## src/rtl/turbo_punc_pkg.sv

```systemverilog
package turbo_punc_pkg;

  typedef enum logic [1:0] {
    KIND_DATA = 2'b00,
    KIND_TAIL = 2'b01,
    KIND_PAD  = 2'b10,
    KIND_RSVD = 2'b11
  } tp_kind_e;

  // bits per encoder step: systematic, parity 0, parity 1
  localparam int TP_SLOTS = 3;

endpackage

```

## src/rtl/tpunc_pattern.sv

```systemverilog
module tpunc_pattern #(
  parameter int                      RATE_W  = 2,
  parameter int                      CNT_W   = 4,
  parameter logic [(1<<RATE_W)*CNT_W-1:0] LONG_P  = '0,
  parameter logic [(1<<RATE_W)*CNT_W-1:0] SHORT_P = '0
) (
  input  logic              clk,
  input  logic              rst,
  input  logic              step_en,
  input  logic              clear_en,
  input  logic              restart,
  input  logic [RATE_W-1:0] rate,
  input  logic              short_cw,
  output logic              keep0,
  output logic              keep1
);
  localparam int N_RATES = 1 << RATE_W;

  logic [CNT_W-1:0] long_tab  [N_RATES];
  logic [CNT_W-1:0] short_tab [N_RATES];

  for (genvar g = 0; g < N_RATES; g++) begin : g_tab
    assign long_tab[g]  = LONG_P[g*CNT_W +: CNT_W];
    assign short_tab[g] = SHORT_P[g*CNT_W +: CNT_W];
  end

  logic [CNT_W-1:0] cnt_q, cnt_eff, period;
  logic             sel_q, sel_eff, wrap, no_punc;

  always_comb begin
    period  = short_cw ? short_tab[rate] : long_tab[rate];
    no_punc = (period == '0);
    cnt_eff = restart ? '0 : cnt_q;
    sel_eff = restart ? 1'b0 : sel_q;
    wrap    = !no_punc && (cnt_eff >= period - 1'b1);
    keep0   = no_punc || (wrap && !sel_eff);
    keep1   = no_punc || (wrap && sel_eff);
  end

  always_ff @(posedge clk) begin
    if (rst) begin
      cnt_q <= '0;
      sel_q <= 1'b0;
    end else if (step_en) begin
      if (no_punc) begin
        cnt_q <= '0;
        sel_q <= sel_eff;
      end else if (wrap) begin
        cnt_q <= '0;
        sel_q <= !sel_eff;
      end else begin
        cnt_q <= cnt_eff + 1'b1;
        sel_q <= sel_eff;
      end
    end else if (clear_en) begin
      cnt_q <= '0;
      sel_q <= 1'b0;
    end
  end

endmodule

```

## src/rtl/tpunc_serializer.sv

```systemverilog
module tpunc_serializer
  import turbo_punc_pkg::*;
(
  input  logic                clk,
  input  logic                rst,
  input  logic                load,
  input  logic [TP_SLOTS-1:0] bits,
  input  logic [TP_SLOTS-1:0] mask,
  input  logic                out_ready,
  output logic                out_valid,
  output logic                out_bit,
  output logic                idle
);
  localparam int LW = $clog2(TP_SLOTS + 1);

  logic [TP_SLOTS-1:0] packed_bits, sreg_q;
  logic [LW-1:0]       n_keep, left_q;

  always_comb begin
    packed_bits = '0;
    n_keep      = '0;
    for (int i = 0; i < TP_SLOTS; i++) begin
      if (mask[i]) begin
        packed_bits[n_keep] = bits[i];
        n_keep              = n_keep + 1'b1;
      end
    end
  end

  always_ff @(posedge clk) begin
    if (rst) begin
      sreg_q <= '0;
      left_q <= '0;
    end else if (load) begin
      sreg_q <= packed_bits;
      left_q <= n_keep;
    end else if (left_q != '0 && out_ready) begin
      sreg_q <= sreg_q >> 1;
      left_q <= left_q - 1'b1;
    end
  end

  assign out_valid = (left_q != '0);
  assign out_bit   = sreg_q[0];
  assign idle      = (left_q == '0);

endmodule

```

## src/rtl/turbo_puncturer.sv

```systemverilog
module turbo_puncturer
  import turbo_punc_pkg::*;
#(
  parameter int RATE_W = 2,
  parameter int CNT_W  = 4,
  parameter logic [(1<<RATE_W)*CNT_W-1:0] LONG_P  = {4'd5, 4'd3, 4'd1, 4'd0},
  parameter logic [(1<<RATE_W)*CNT_W-1:0] SHORT_P = {4'd3, 4'd2, 4'd0, 4'd0}
) (
  input  logic              clk,
  input  logic              rst,
  input  logic [RATE_W-1:0] cfg_rate,
  input  logic              in_valid,
  output logic              in_ready,
  input  logic [1:0]        in_kind,
  input  logic              in_cw_start,
  input  logic              in_short_cw,
  input  logic              in_sys,
  input  logic              in_p0,
  input  logic              in_p1,
  output logic              out_valid,
  input  logic              out_ready,
  output logic              out_bit
);
  tp_kind_e            kind;
  logic                accept, is_data, is_tail, keep0, keep1, idle;
  logic [TP_SLOTS-1:0] mask;

  assign kind    = tp_kind_e'(in_kind);
  assign accept  = in_valid && idle;
  assign is_data = (kind == KIND_DATA);
  assign is_tail = (kind == KIND_TAIL);

  tpunc_pattern #(
    .RATE_W (RATE_W),
    .CNT_W  (CNT_W),
    .LONG_P (LONG_P),
    .SHORT_P(SHORT_P)
  ) pat_i (
    .clk     (clk),
    .rst     (rst),
    .step_en (accept && is_data),
    .clear_en(accept && in_cw_start),
    .restart (in_cw_start),
    .rate    (cfg_rate),
    .short_cw(in_short_cw),
    .keep0   (keep0),
    .keep1   (keep1)
  );

  always_comb begin
    if (is_tail)      mask = '1;
    else if (is_data) mask = {keep1, keep0, 1'b1};
    else              mask = '0;
  end

  tpunc_serializer ser_i (
    .clk      (clk),
    .rst      (rst),
    .load     (accept),
    .bits     ({in_p1, in_p0, in_sys}),
    .mask     (mask),
    .out_ready(out_ready),
    .out_valid(out_valid),
    .out_bit  (out_bit),
    .idle     (idle)
  );

  assign in_ready = idle;

endmodule

```

## config.mk

```make
export PLATFORM = sky130hd
export DESIGN_NAME = turbo_puncturer
export DESIGN_NICKNAME = d
export VERILOG_FILES = /design/src/rtl/turbo_punc_pkg.sv /design/src/rtl/tpunc_pattern.sv /design/src/rtl/tpunc_serializer.sv /design/src/rtl/turbo_puncturer.sv
export SDC_FILE = /design/constraint.sdc
export NUM_CORES = 1
export LEC_CHECK = 0
export BUFFER_PORTS_ARGS = -buffer_cell sky130_fd_sc_hd__buf_2
export CORE_UTILIZATION = 53
export CTS_CLUSTER_DIAMETER = 60
export DETAILED_ROUTE_END_ITERATION = 12
export GPL_TIMING_DRIVEN = 0
export PLACE_DENSITY = 0.77
export SLEW_MARGIN = 20
export SYNTH_ARGS = -nofsm -noshare
export SYNTH_HDL_FRONTEND = slang
export SYNTH_SLANG_ARGS = --single-unit
```

## constraint.sdc

```tcl
create_clock -name clk -period 3.8 [get_ports clk]
set_input_delay 0.57 -clock clk [delete_from_list [all_inputs] [get_ports clk]]
set_output_delay 0.57 -clock clk [all_outputs]
set_load 0.01 [all_outputs]
```

After elaboration in Yosys (flattened, before gate mapping):

Cells that the tools add are included.
Widths: inputs -> output; s select.

* bits in registers: 10
* input port bits: 13
* word-level logic and storage cells: 71

* add/sub/neg operators: 5
* order comparisons: 6
* eq/ne operators: 1
* muxes and demuxes: 35
* bitwise logic cells: 1
* reduce and logical (&&, ||, !) cells: 19

Operators with widths (count)
* $mux 4: 10
* $mux 3: 6
* $bmux 4 s2: 2
* $logic_and 1x1->1: 9
* $mux 1: 9
* $mux 2: 4
* $bwmux 3: 2
* $reduce_bool 2->1: 3
* $add 4x1->4 const B: 1
* $demux 1 s2: 2
* $ge 4x4->1: 1
* $logic_not 2->1: 2
* $logic_not 4->1: 1
* $sub 4x1->4 const B: 1
* $ge 3x3->1 const B: 1
* $lt 1x3->1 const B: 1
* $lt 2x3->1 const B: 1
* $not 2->3: 1
* $add 1x1->2 const B: 1
* $add 2x1->2 const B: 1
* $eq 2x1->1 const B: 1
* $ge 2x1->1 const B: 1
* $logic_not 1->1: 2
* $logic_or 1x1->1: 2
* 2 further kinds: 2

Depth between registers and ports, before layout:

* word-level depth: 22
* gate-level depth with buffers: 14
* gate-level depth less buffers: 14

Modules after synthesis:

From an unflattened synthesis, not the netlist that was laid out.

* cells, all modules: 104
* area, all modules: 855.8 um^2

By module, submodules not included
* tpunc_pattern: instances 1, cells an instance 56, area an instance 434.2 um^2, sequential area each 100.1 um^2
* tpunc_serializer: instances 1, cells an instance 42, area an instance 372.9 um^2, sequential area each 100.1 um^2
* turbo_puncturer: instances 1, cells an instance 6, area an instance 48.8 um^2, sequential area each 0.0 um^2

Least setup slack after synthesis:

No wires, ideal clock.

* kind: input to register
* from: input cfg_rate[0]
* to: register ser_i.sreg_q[1]
* arrival time: 3.154 ns
* data required time: 3.726 ns
* slack: 0.572 ns
* stages: 14
* cells stage by stage: nor2b_1 nor2_1 ha_1 ha_1 a21o_1 a21oi_1 o21a_1 nor2_1 ha_1 nor3_1 nor2_1 ha_1 a2111o_1 a31oi_1

* cells in the longest elaborated chain, start to end: 20
* elaborated cells on any way between the ends: 29

Ends and longest elaborated chain
* from (decl): RTL line turbo_puncturer.sv:11 `input logic [RATE_W-1:0] cfg_rate,`
* $not 2->3 (not written as such) (*): RTL line tpunc_pattern.sv:31 `period = short_cw ? short_tab[rate] : long_tab[rate];`
* $bmux 4 s2: RTL line tpunc_pattern.sv:31
* $mux 4 (not written as such) (2 in series): RTL line tpunc_pattern.sv:31
* $mux 4 (*): RTL line tpunc_pattern.sv:31
* $sub 4x1->4 or $logic_not 4->1 (tied branches): RTL line tpunc_pattern.sv:35, tpunc_pattern.sv:32
* $ge 4x4->1 or $logic_not 1->1 (tied branches): RTL line tpunc_pattern.sv:35 `wrap = !no_punc && (cnt_eff >= period - 1'b1);`
* $logic_and 1x1->1: RTL line tpunc_pattern.sv:35
* $logic_and 1x1->1: RTL line tpunc_pattern.sv:36 `keep0 = no_punc || (wrap && !sel_eff);`
* [3 not listed]
* $mux 2: RTL line tpunc_serializer.sv:23 `if (mask[i]) begin`
* $lt 2x3->1 (not written as such) or $ge 2x1->1 (tied branches): RTL line tpunc_serializer.sv:24 `packed_bits[n_keep] = bits[i];`
* $logic_and 1x1->1 (not written as such): RTL line tpunc_serializer.sv:24
* $mux 1 (not written as such): RTL line tpunc_serializer.sv:24
* $demux 1 s2
* $bwmux 3: RTL line tpunc_serializer.sv:24
* $mux 3 (*): RTL line tpunc_serializer.sv:23
* $mux 3 (*): RTL line tpunc_serializer.sv:34 `end else if (load) begin`
* to (signal assigned): RTL line tpunc_serializer.sv:35 `sreg_q <= packed_bits;`
* to (signal assigned): RTL line tpunc_serializer.sv:38 `sreg_q <= sreg_q >> 1;`
* to (decl): RTL line tpunc_serializer.sv:16 `logic [TP_SLOTS-1:0] packed_bits, sreg_q;`

Mark *: on every way between the ends. The rest lies on a longest branch, timed or not. The select of a mux whose other input is x is not followed.
A chain may end at the register's enable or synchronous reset.

Worst setup path after layout:

Same ends and word-level chain as after synthesis.

==> results.json <==
{
  "avgRoutedWirePerCell_um": 12.2,
  "placed_area_sq_um": 893,
  "status": "completed",
  "dieArea_sq_um": 1680,
  "ctsHoldBuffers": 0,
  "grt_overflow_total": 0,
  "max_freq_mhz": 302,
  "hold_depth": 2,
  "cp.required_ns": 3.99,
  "drv_slew": 0,
  "cts_resized": 0,
  "synth_top_family_by_area": "simple AND/OR/NAND/NOR gates",
  "slew_headroom_pct": 55.3,
  "finalWirelength_um": 1660,
  "grt_pass1_vias": 645,
  "fin_tns_setup_ns": 0,
  "fin_cells": 136,
  "synth.distinct_cells": 32,
  "num-fill-cells": 125,
  "place_inst": 132,
  "p_leak_nw": 0.416,
  "path_max_fanout": 4,
  "num_vias": 790,
  "crit_arrival_ns": 3.51,
  "final_antenna_net_count": 0,
  "ys_seq_elements": 10,
  "cap_violations": 0,
  "finalInstanceArea_sq_um": 930,
  "synthCells": 103,
  "synthSimpleGateAreaFrac_pct": 27.5,
  "slowest_stage": "a2111o_1",
  "drc": 0,
  "tightest_slew_ns": 0.666,
  "cts_max_path_buffers": 2,
  "clkTransAtPathRegs_ns": 0.07,
  "ioPinCount": 16,
  "dieHeight_um": 41.0,
  "synth_fp_nets": 125,
  "synth_compound_area_share_pct": 25.7,
  "layout-drive-gt1-share_pct": 18.2,
  "post_cts_buffers": 0,
  "hp-class": "register to register",
  "vdd_drop_max_mv": 0.263,
  "core-area_sq_um": 1350,
  "place.detailed.hpwl_um": 1260,
  "rsz0062_at_grt": "false",
  "power-per-cell-area_nw_per_um2": 338,
  "diodes": 0,
  "crit_top_cell": "ha_1",
  "worst_r2r_path_depth": 12,
  "grt_max_degree": 9,
  "grt_first_pass_wirelength_um": 2520,
  "syn_to_final_growth_pct": 15.6,
  "cp-start-kind": "input pin",
  "endpoint_kind": "register",
  "cts_max_level": 1,
  "synthMuxAreaShare_pct": 1.24,
  "slowest_delay_ns": 0.37,
  "antenna_found_initial": 0,
  "start_util_pct": 59.6,
  "cts_tree": "done",
  "final_nets": 144,
  "min_period_ns": 3.31,
  "fin_crit_sh_pct": 87.2,
  "clk_latency_ns": 0.26,
  "yosys_warnings": 0,
  "hold_viol": 0,
  "grt_usage_pct": 23.6,
  "synth_fa_ha_area_share_pct": 14.0,
  "portBuffers": 14,
  "path_cells": "buf_2 > nor2b_1 > nor2_1 > ha_1 > ha_1 > a21o_1 > a21oi_1 > o21a_1 > nor2_1 > ha_1 > nor3_1 > nor2_1 > ha_1 > a2111o_1 > a31oi_1",
  "die_w_um": 41.0,
  "cts_buffers": 3,
  "viasPerCell": 5.81,
  "rows": 13,
  "setup-violations-final": 0,
  "root_buffer": "clkbuf_4",
  "drtIter0Drc": 17,
  "drt_first_pass_iters": 4,
  "synth_top_cell_by_area": "dfxtp_1",
  "netlist_area_sq_um": 805,
  "finClkSkew_ns": 0.000634,
  "ys_seq_area_share_pct": 24.9,
  "post-route-util_pct": 68.9,
  "yosysTopAreaCellShare_pct": 24.9,
  "syn_avg_cell_area_sq_um": 7.81,
  "crit_type": "input pin to register",
  "routabilityCongestion": 0.871,
  "clock-sinks": 10,
  "synthXorXnorAreaFrac_pct": 1.09,
  "synth_area_leaders": "dfxtp_1 25%, ha_1 14%, nor2b_1 7.0%, nand2_1 5.1%, a21oi_1 4.4%"
}
kinds of logic after synthesis:
kind of cell,count (synthesis)
xor+xnor,1
mux,1
flops,10
fa+ha+maj,9
simple gates,43
buf+inv,12
compound gates,27
flip-flops by register name, indices dropped and copies added (netlist names):
signal / cells
pat_i.cnt_q: 4
pat_i.sel_q: 1
ser_i.sreg_q: 3
ser_i.left_q: 2
through the flow:
stage	power, W	hold WS, ns	worst slack, ns
floorplan	0.000191	0.437	0.572
global placement	0.000218	0.444	0.258
detailed placement	0.000221	0.458	0.239
CTS	0.000317	0.469	0.498
global route	0.000340	0.516	0.261
finish	0.000314	0.466	0.486
layer usage:
metal	track usage, %	vias up	share of wire (%)
li1	-	409	-
met3	4.89	4	4.2
met5	0	-	0
met4	12.5	0	1.7
met2	38.3	18	45
met1	28.8	359	49
layout make-up:
cell class / count / area [sq um] / share of cell area (%)
tap: 15 / 18.8 / 2.02
sequential: 10 / 200 / 21.5
timing repair buffer: 14 / 70.1 / 7.54
multi-input combinational: 81 / 559 / 60.2
clock buffer: 4 / 36.3 / 3.90
inverter: 9 / 33.8 / 3.63
buffer: 3 / 11.3 / 1.21
critical path, delay by kind of cell:
family	cells	cell delay, ns
simple gates	5	0.66
compound gates	5	1.02
buf+inv	1	0.10
fa+ha+maj	4	1.12
worst paths after layout:
path	from	to	slack, ns
max	cfg_rate[0]	ser_i.sreg_q[1]$_SDFFE_PP0P_	0.49
min	pat_i.cnt_q[1]$_SDFFE_PP0P_	pat_i.cnt_q[1]$_SDFFE_PP0P_	0.47
max reg2reg	pat_i.cnt_q[2]$_SDFFE_PP0P_	ser_i.sreg_q[1]$_SDFFE_PP0P_	0.86
min reg2reg	pat_i.cnt_q[1]$_SDFFE_PP0P_	pat_i.cnt_q[1]$_SDFFE_PP0P_	0.47
synthesized netlist by cell type:
cell type / count
nand2b_1: 2
o21ai_1: 3
or3_4: 1
a31oi_1: 1
o31ai_1: 1
xnor2_1: 1
inv_1: 9
and2_1: 2
nand4_1: 2
o211ai_1: 1
nand2_1: 11
nand3b_1: 1
or2_2: 1
dfxtp_1: 10
a2111oi_4: 1
o2111ai_1: 4
o21ai_0: 1
ha_1: 9
nand3_1: 3
a22oi_1: 1
o32a_2: 1
nor2_1: 7
a211oi_1: 2
o21bai_1: 1
a2111o_1: 1
clkbuf_1: 3
o21a_1: 1
a21oi_1: 7
nor3_1: 4
mux2i_1: 1
nor2b_1: 9
a21o_1: 1
cell usage in the layout (no fill, tap or decap), types with 3 or more instances in the layout:
| cell type | instances |
|---|---|
| buf_2 | 14 |
| nand2_1 | 11 |
| dfxtp_1 | 10 |
| nor2b_1 | 9 |
| inv_1 | 9 |
| ha_1 | 9 |
| nor2_1 | 7 |
| a21oi_1 | 7 |
| nor3_1 | 4 |
| o2111ai_1 | 4 |
| clkbuf_1 | 3 |
| nand3_1 | 3 |
| o21ai_1 | 3 |
| clkbuf_4 | 3 |
power breakdown:
part	switching, W	total (W)	internal [W]
logic	0.0000609	0.000101	0.0000401
clock network	0.0000377	0.0000959	0.0000582
registers	0.00000421	0.000118	0.000113
total	0.000103	0.000314	0.000212
Note: power is estimated with default switching activity, not from simulation.
